--- src/rtl/sg_list_pkg.sv ---
package sg_list_pkg;
  // Width of each record field (start address and length); fixed by the record layout.
  localparam int unsigned FIELD_W = 32;
  localparam int unsigned REC_W   = 2 * FIELD_W;
  localparam int unsigned LANES   = FIELD_W / 8;

  typedef enum logic {
    ST_IDLE = 1'b0,
    ST_EMIT = 1'b1
  } seq_state_t;
endpackage

--- src/rtl/sg_frag_calc.sv ---
// Length of the next fragment: the room left in the current page, capped at
// the bytes still outstanding. PAGE_BYTES must be a power of two.
module sg_frag_calc #(
  parameter int unsigned PAGE_BYTES = 4096,
  parameter int unsigned LEN_W      = 32,
  localparam int unsigned OFF_W     = $clog2(PAGE_BYTES)
) (
  input  logic [OFF_W-1:0] page_off,
  input  logic [LEN_W-1:0] remain,
  output logic [LEN_W-1:0] frag_len
);
  logic [LEN_W-1:0] room;

  always_comb begin
    room     = LEN_W'(PAGE_BYTES) - {{(LEN_W-OFF_W){1'b0}}, page_off};
    frag_len = (room < remain) ? room : remain;
  end
endmodule

--- src/rtl/sg_record_pack.sv ---
// Packs one (start, length) pair into a little-endian record, lane by lane.
module sg_record_pack
  import sg_list_pkg::*;
(
  input  logic [FIELD_W-1:0] start,
  input  logic [FIELD_W-1:0] len,
  output logic [REC_W-1:0]   rec
);
  for (genvar b = 0; b < int'(LANES); b++) begin : g_lane
    assign rec[8*b +: 8]           = start[8*b +: 8];
    assign rec[FIELD_W + 8*b +: 8] = len[8*b +: 8];
  end
endmodule

--- src/rtl/sg_seq_ctrl.sv ---
// Sequencer: takes requests, walks the buffer a fragment at a time, registers
// each record, counts entries and enforces the list capacity.
module sg_seq_ctrl
  import sg_list_pkg::*;
#(
  parameter int unsigned MAX_ENTRIES = 33,
  localparam int unsigned CNT_W      = $clog2(MAX_ENTRIES + 1)
) (
  input  logic               clk,
  input  logic               rst,
  input  logic               req_valid,
  output logic               req_ready,
  input  logic [FIELD_W-1:0] req_addr,
  input  logic [FIELD_W-1:0] req_len,
  output logic [FIELD_W-1:0] calc_addr,
  output logic [FIELD_W-1:0] calc_remain,
  input  logic [FIELD_W-1:0] frag_len,
  input  logic [REC_W-1:0]   rec_in,
  input  logic               desc_ready,
  output logic               desc_valid,
  output logic [REC_W-1:0]   desc_data,
  output logic               done,
  output logic [CNT_W-1:0]   done_count,
  output logic               err
);
  localparam logic [CNT_W-1:0] CNT_MAX = CNT_W'(MAX_ENTRIES);

  seq_state_t         state;
  logic [FIELD_W-1:0] cur_addr;
  logic [FIELD_W-1:0] remain;
  logic [CNT_W-1:0]   count;
  logic               fire;

  assign req_ready   = (state == ST_IDLE);
  assign fire        = desc_valid && desc_ready;
  assign calc_addr   = (state == ST_IDLE) ? req_addr : cur_addr;
  assign calc_remain = (state == ST_IDLE) ? req_len  : remain;

  always_ff @(posedge clk) begin
    if (rst) begin
      state      <= ST_IDLE;
      cur_addr   <= '0;
      remain     <= '0;
      count      <= '0;
      desc_valid <= 1'b0;
      desc_data  <= '0;
      done       <= 1'b0;
      done_count <= '0;
      err        <= 1'b0;
    end else begin
      done <= 1'b0;
      err  <= 1'b0;
      unique case (state)
        ST_IDLE: begin
          if (req_valid) begin
            if (req_len == '0) begin
              done       <= 1'b1;
              done_count <= '0;
            end else begin
              desc_valid <= 1'b1;
              desc_data  <= rec_in;
              cur_addr   <= req_addr + frag_len;
              remain     <= req_len - frag_len;
              count      <= CNT_W'(1);
              state      <= ST_EMIT;
            end
          end
        end
        ST_EMIT: begin
          if (fire) begin
            if (remain == '0) begin
              desc_valid <= 1'b0;
              done       <= 1'b1;
              done_count <= count;
              state      <= ST_IDLE;
            end else if (count == CNT_MAX) begin
              desc_valid <= 1'b0;
              err        <= 1'b1;
              state      <= ST_IDLE;
            end else begin
              desc_data <= rec_in;
              cur_addr  <= cur_addr + frag_len;
              remain    <= remain - frag_len;
              count     <= count + CNT_W'(1);
            end
          end
        end
        default: state <= ST_IDLE;
      endcase
    end
  end

  // a stalled record is held unchanged.
  assert_hold_R6: assert property (@(posedge clk) disable iff (rst)
    (desc_valid && !desc_ready) |=> (desc_valid && $stable(desc_data)));

  // no new request can be taken while a record is pending.
  assert_busy_R2: assert property (@(posedge clk) disable iff (rst)
    desc_valid |-> !req_ready);

  // zero-length request finishes at once with an empty list.
  assert_zero_R8: assert property (@(posedge clk) disable iff (rst)
    (req_ready && req_valid && req_len == '0) |=> (done && done_count == '0 && !desc_valid));

  // the final handshake is followed by the completion pulse.
  assert_done_R7: assert property (@(posedge clk) disable iff (rst)
    (fire && remain == '0) |=> (done && !err && req_ready));

  // capacity reached with bytes left gives an error and no further record.
  assert_no_overflow_R9: assert property (@(posedge clk) disable iff (rst)
    (fire && remain != '0 && count == CNT_MAX) |=> (err && !done && !desc_valid));

  // the entry count never leaves its legal range while emitting.
  assert_count_range_R9: assert property (@(posedge clk) disable iff (rst)
    (state == ST_EMIT) |-> (count != '0 && count <= CNT_MAX));
endmodule

--- src/rtl/sg_list_builder.sv ---
module sg_list_builder
  import sg_list_pkg::*;
#(
  parameter int unsigned PAGE_BYTES  = 4096,
  parameter int unsigned MAX_ENTRIES = 33,
  localparam int unsigned OFF_W      = $clog2(PAGE_BYTES),
  localparam int unsigned CNT_W      = $clog2(MAX_ENTRIES + 1)
) (
  input  logic               clk,
  input  logic               rst,
  input  logic               req_valid,
  output logic               req_ready,
  input  logic [FIELD_W-1:0] req_addr,
  input  logic [FIELD_W-1:0] req_len,
  output logic               desc_valid,
  input  logic               desc_ready,
  output logic [REC_W-1:0]   desc_data,
  output logic               done,
  output logic [CNT_W-1:0]   done_count,
  output logic               err
);
  logic [FIELD_W-1:0] calc_addr;
  logic [FIELD_W-1:0] calc_remain;
  logic [FIELD_W-1:0] frag_len;
  logic [REC_W-1:0]   rec;

  sg_frag_calc #(.PAGE_BYTES(PAGE_BYTES), .LEN_W(FIELD_W)) u_calc (
    .page_off (calc_addr[OFF_W-1:0]),
    .remain   (calc_remain),
    .frag_len (frag_len)
  );

  sg_record_pack u_pack (
    .start (calc_addr),
    .len   (frag_len),
    .rec   (rec)
  );

  sg_seq_ctrl #(.MAX_ENTRIES(MAX_ENTRIES)) u_seq (
    .clk         (clk),
    .rst         (rst),
    .req_valid   (req_valid),
    .req_ready   (req_ready),
    .req_addr    (req_addr),
    .req_len     (req_len),
    .calc_addr   (calc_addr),
    .calc_remain (calc_remain),
    .frag_len    (frag_len),
    .rec_in      (rec),
    .desc_ready  (desc_ready),
    .desc_valid  (desc_valid),
    .desc_data   (desc_data),
    .done        (done),
    .done_count  (done_count),
    .err         (err)
  );

  // End of each emitted record relative to its page start.
  logic [FIELD_W:0] rec_end;
  assign rec_end = {{(FIELD_W+1-OFF_W){1'b0}}, desc_data[OFF_W-1:0]}
                 + {1'b0, desc_data[REC_W-1:FIELD_W]};

  // a valid record is non-empty and stays inside one page.
  assert_in_page_R4: assert property (@(posedge clk) disable iff (rst)
    desc_valid |-> (desc_data[REC_W-1:FIELD_W] != '0 && rec_end <= (FIELD_W+1)'(PAGE_BYTES)));

  // completion and error never coincide.
  assert_exclusive_R7: assert property (@(posedge clk) disable iff (rst)
    !(done && err));
endmodule

--- config.mk ---
export PLATFORM = sky130hd
export DESIGN_NAME = sg_list_builder
export DESIGN_NICKNAME = d
export VERILOG_FILES = /design/src/rtl/sg_list_pkg.sv /design/src/rtl/sg_frag_calc.sv /design/src/rtl/sg_record_pack.sv /design/src/rtl/sg_seq_ctrl.sv /design/src/rtl/sg_list_builder.sv
export SDC_FILE = /design/constraint.sdc
export NUM_CORES = 1
export LEC_CHECK = 0
export ABC_AREA = 0
export CAP_MARGIN = 20
export CORE_MARGIN = 2
export CORE_UTILIZATION = 60
export DETAILED_ROUTE_END_ITERATION = 12
export DONT_BUFFER_PORTS = 1
export PLACE_DENSITY_LB_ADDON = 0.1
export SLEW_MARGIN = 30
export SYNTH_ARGS = -nofsm -noshare
export SYNTH_HDL_FRONTEND = slang
export SYNTH_HIERARCHICAL = 1
export SYNTH_SLANG_ARGS = --single-unit
--- constraint.sdc ---
create_clock -name clk -period 10.15 [get_ports clk]
set_input_delay 0.5075 -clock clk [delete_from_list [all_inputs] [get_ports clk]]
set_output_delay 0.5075 -clock clk [all_outputs]
set_load 0.1 [all_outputs]
==> impl_metrics.csv <==
group,metric,value,unit
power_and_ir_drop,intPower,1.38,mW
critical_path,path_class,"reg2reg",
yosys,async_reset_ff_share,0,%
outcome,status,"complete, no violations",
power_and_ir_drop,clkPwrFrac,32.0,%
timing,finalSetupViolCount,0,
routing,avgViaCountPerCell,6.22,
min_path,holdPathStages,1,
finish,design_area,0.0109,mm^2
timing,timing.fmax,0.149,GHz
min_path,hp-start,"rst",
finish,fill_cells,1596,
timing,tns,0,ns
critical_path,endpoint_kind,"flip-flop",
yosys,ys.warnings.count,6,
routing,wirelength,29.2,mm
global_route,gr-total-overflow,0,
global_route,grt_max_degree,148,
yosys,synth_top_family_by_area,"simple AND/OR/NAND/NOR gates",
yosys,synth-xor-area-share,3.82,%
placed_design,finalWeightedCongestion,0.985,
clock_network,post-cts-setup-buffer-count,0,
routing,first_pass_iters,5,
power_and_ir_drop,p_switching,891,uW
floorplanning,core,0.0174,mm^2
routing,drc_errors,0,
critical_path,cp_slowest_stage_delay,0.62,ns
clock_network,cts_tree,"done",
timing,rsz0062_at_grt,"no",
routing,drtIter0Drc,812,
floorplanning,die_h,138,um
power_and_ir_drop,combPwrFrac,32.1,%
routing,via_count,9335,
finish,multi_input_area,0.00682,mm^2
clock_network,clockBufferDepth,2,
yosys,synth-compound-area-share,19.1,%
finish,syn2layout_area_growth,1.63,%
finish,seqCellArea,0.00289,mm^2
clock_network,postCtsHoldBufs,0,
power_and_ir_drop,cellLeakagePower,4.45,nW
yosys,ys_ff_latch,144,
routing,wire_per_inst,19.4,um
critical_path,rrSetupSlack,3.46,ns
yosys,synth_area_per_cell,7.87,um^2
timing,relSlewSlack,33.1,%
critical_path,r2r_start,"u_seq/state$_SDFF_PP0_",
critical_path,timing.rr.end,"u_seq/cur_addr[16]$_SDFFE_PP0P_",
placed_design,port_buffers,0,
global_route,antenna_found_initial,2,
min_path,hold_end,"u_seq/desc_data[14]$_SDFFE_PP0P_",
placed_design,dp_hpwl,21.1,mm
critical_path,cp_slowest_cell,"buf_4",
critical_path,critPathBufInv,3,
clock_network,cts_sinks,144,
clock_network,numCtsBuffers,17,
critical_path,r2r_cells,25,
global_route,grt_pass1_vias,8551,
floorplanning,num_rows,48,
global_route,grt_pass1_wl,45.6,mm
timing,hold_viol,0,
yosys,netlist_instances,1369,
floorplanning,initial_core_util,61.8,%
yosys,synthMuxAreaShare,8.74,%
placed_design,post_dp_cell_area,0.0103,mm^2
floorplanning,dieArea,0.0190,mm^2
power_and_ir_drop,irDropWorstVdd,0.126,mV
global_route,grt_usage,30.7,%
clock_network,cts_max_level,4,
yosys,synth-simple-area-share,21.5,%
yosys,yosysUniqueCellTypes,86,
yosys,synthTopCellsByArea,"dfxtp_1 27%, ha_1 8.9%, nand2_1 8.5%",
routing,ant_nets,0,
timing,fin_crit,6.69,ns
yosys,synth_flop_cell,"dfxtp_1",
timing,skew,0.00941,ns
yosys,synth_largest_area_cell,"dfxtp_1",
min_path,hold_class,"in2reg",
power_and_ir_drop,swShare,39.2,%
critical_path,cp.required,10.51,ns
yosys,synth_seq_area_share,26.8,%
finish,drive_gt1_share,11.1,%
timing,min_period_over_period,65.9,%
clock_network,clk_pin_slew_worst_paths,0.07,ns
yosys,syn_area,0.0108,mm^2
critical_path,crit_fanout,56,
critical_path,worstPathArrival,7.05,ns
timing,worstMarginPinSlew,1.00,ns
clock_network,cts_root_buf,"clkbuf_16",
critical_path,crit_family,"compound AO/OA/AOI/OAI gates",
yosys,synth_edf_count,0,
clock_network,ctsResizeCount,0,
yosys,synth_fa_ha_area_share,9.32,%
yosys,synth_top_area_share,26.8,%
power_and_ir_drop,power_frac_seq,35.9,%
timing,drv_slew,0,
finish,fin_nets,1407,
clock_network,clock_latency,0.43,ns
critical_path,cp-start-kind,"flip-flop",
flow_run,cap_violations,0,
floorplanning,ios,142,
power_and_ir_drop,p_per_area,208,mW/mm^2
floorplanning,die_w,138,um
[cells in the final DEF (no fill, tap or decap), drive strengths merged, types with 7 or more instances in the layout]
| cell | count |
|---|---|
| clkbuf | 19 |
| nor2 | 53 |
| o211ai | 8 |
| and3 | 16 |
| nand3 | 36 |
| mux2 | 74 |
| a211oi | 19 |
| mux2i | 7 |
| ha | 77 |
| nor3 | 29 |
| xnor2 | 30 |
| nand2 | 245 |
| nand4 | 17 |
| inv | 67 |
| or3 | 7 |
| or4 | 9 |
| nor4b | 9 |
| a21o | 23 |
| o21ai | 44 |
| o21a | 13 |
| a21oi | 149 |
| conb | 19 |
| dfxtp | 144 |
| nor2b | 8 |
| nor4 | 29 |
| xor2 | 17 |
| a31oi | 15 |
[sequential cells by signal, indices dropped and copies added, names as in the netlist]
signal            count
u_seq/count           6
u_seq/cur_addr       32
u_seq/desc_data      64
u_seq/desc_valid      1
u_seq/done            1
u_seq/done_count      6
u_seq/err             1
u_seq/remain         32
u_seq/state           1
[layout make-up]
cell class                      instances  share of cell area [%]
Antenna cell                            2                  0.0457
Clock buffer                           19                    4.14
Clock inverter                         13                    2.03
Inverter                               62                    2.13
Multi-Input combinational cell       1030                    62.4
Sequential cell                       144                    26.4
Tap cell                              225                    2.57
Timing Repair Buffer                    5                   0.343
[per-stage QoR]
| stage | util (%) | hold WS (ns) | total power, mW | std cells | setup WS (ns) |
|---|---|---|---|---|---|
| 4_1_cts | 62.8 | 0.132 | 2.26 | 1498 | 3.59 |
| 5_1_grt | 62.8 | 0.136 | 2.39 | 1498 | 2.97 |
| 3_5_place_dp | 58.9 | 0.435 | 1.53 | 1466 | 3.64 |
| 6_report | 62.8 | 0.154 | 2.27 | 1500 | 3.46 |
| 3_3_place_gp | 58.9 | 0.431 | 1.52 | 1466 | 3.80 |
| 2_1_floorplan | - | 0.428 | 1.43 | 1387 | 4.17 |
[layer usage]
metal / up-vias / routed length [um] / global-route usage [%]
met5: - / 7 / 0
met4: 2 / 1180 / 15.4
met3: 67 / 2170 / 7.75
met2: 341 / 12800 / 46.8
met1: 4357 / 13000 / 40.2
li1: 4568 / - / -
[power groups by stage]
stage | registers [mW] | logic [mW] | clock network [mW]
after floorplan | 0.811 | 0.623 | 0
after global placement | 0.826 | 0.698 | 0
after detailed placement | 0.827 | 0.700 | 0
after CTS | 0.815 | 0.708 | 0.735
after global routing | 0.824 | 0.807 | 0.757
final | 0.816 | 0.731 | 0.726
[synthesized netlist by cell type, types with 3 or more instances]
cell type    n
o211ai_1     7
nor2_1      52
nor4_1      25
nor4_2       3
mux2_4      10
o21bai_1     3
a21o_1      23
o2111ai_1    4
o21ai_1      6
buf_2       17
nor4b_1      8
mux2_2      64
a21oi_1    147
ha_1        77
clkbuf_1    50
a311oi_1     3
nand3_1     36
nor2b_1      8
a31oi_1     14
nand3b_1     3
a211oi_1    18
dfxtp_1    144
nor3_1      28
a311o_1      4
and2_1       6
or3_1        6
mux2i_1      7
buf_4       83
nand2_1    243
xnor2_1     30
o31ai_1      6
nand2b_1     5
o21ai_0     37
and3_1      16
inv_1       62
or4_1        8
nand4_1     17
xor2_1      17
o21a_1      13
[worst max path at each step]
stage	start	endpoint	depth (start not counted)
after floorplan	u_seq/state$_SDFF_PP0_	u_seq/cur_addr[22]$_SDFFE_PP0P_	22
after global placement	u_seq/state$_SDFF_PP0_	u_seq/cur_addr[22]$_SDFFE_PP0P_	25
after detailed placement	u_seq/state$_SDFF_PP0_	u_seq/cur_addr[22]$_SDFFE_PP0P_	25
after CTS	u_seq/state$_SDFF_PP0_	u_seq/cur_addr[16]$_SDFFE_PP0P_	25
after global routing	u_seq/state$_SDFF_PP0_	u_seq/cur_addr[16]$_SDFFE_PP0P_	25
final	u_seq/state$_SDFF_PP0_	u_seq/cur_addr[16]$_SDFFE_PP0P_	25
[logic make-up after synthesis]
group | after synthesis
compound gates | 323
buf+inv | 213
flops | 144
xor+xnor | 47
other cells | 1
fa+ha+maj | 79
mux | 81
simple gates | 481
Note: power is estimated with default switching activity, not from simulation.
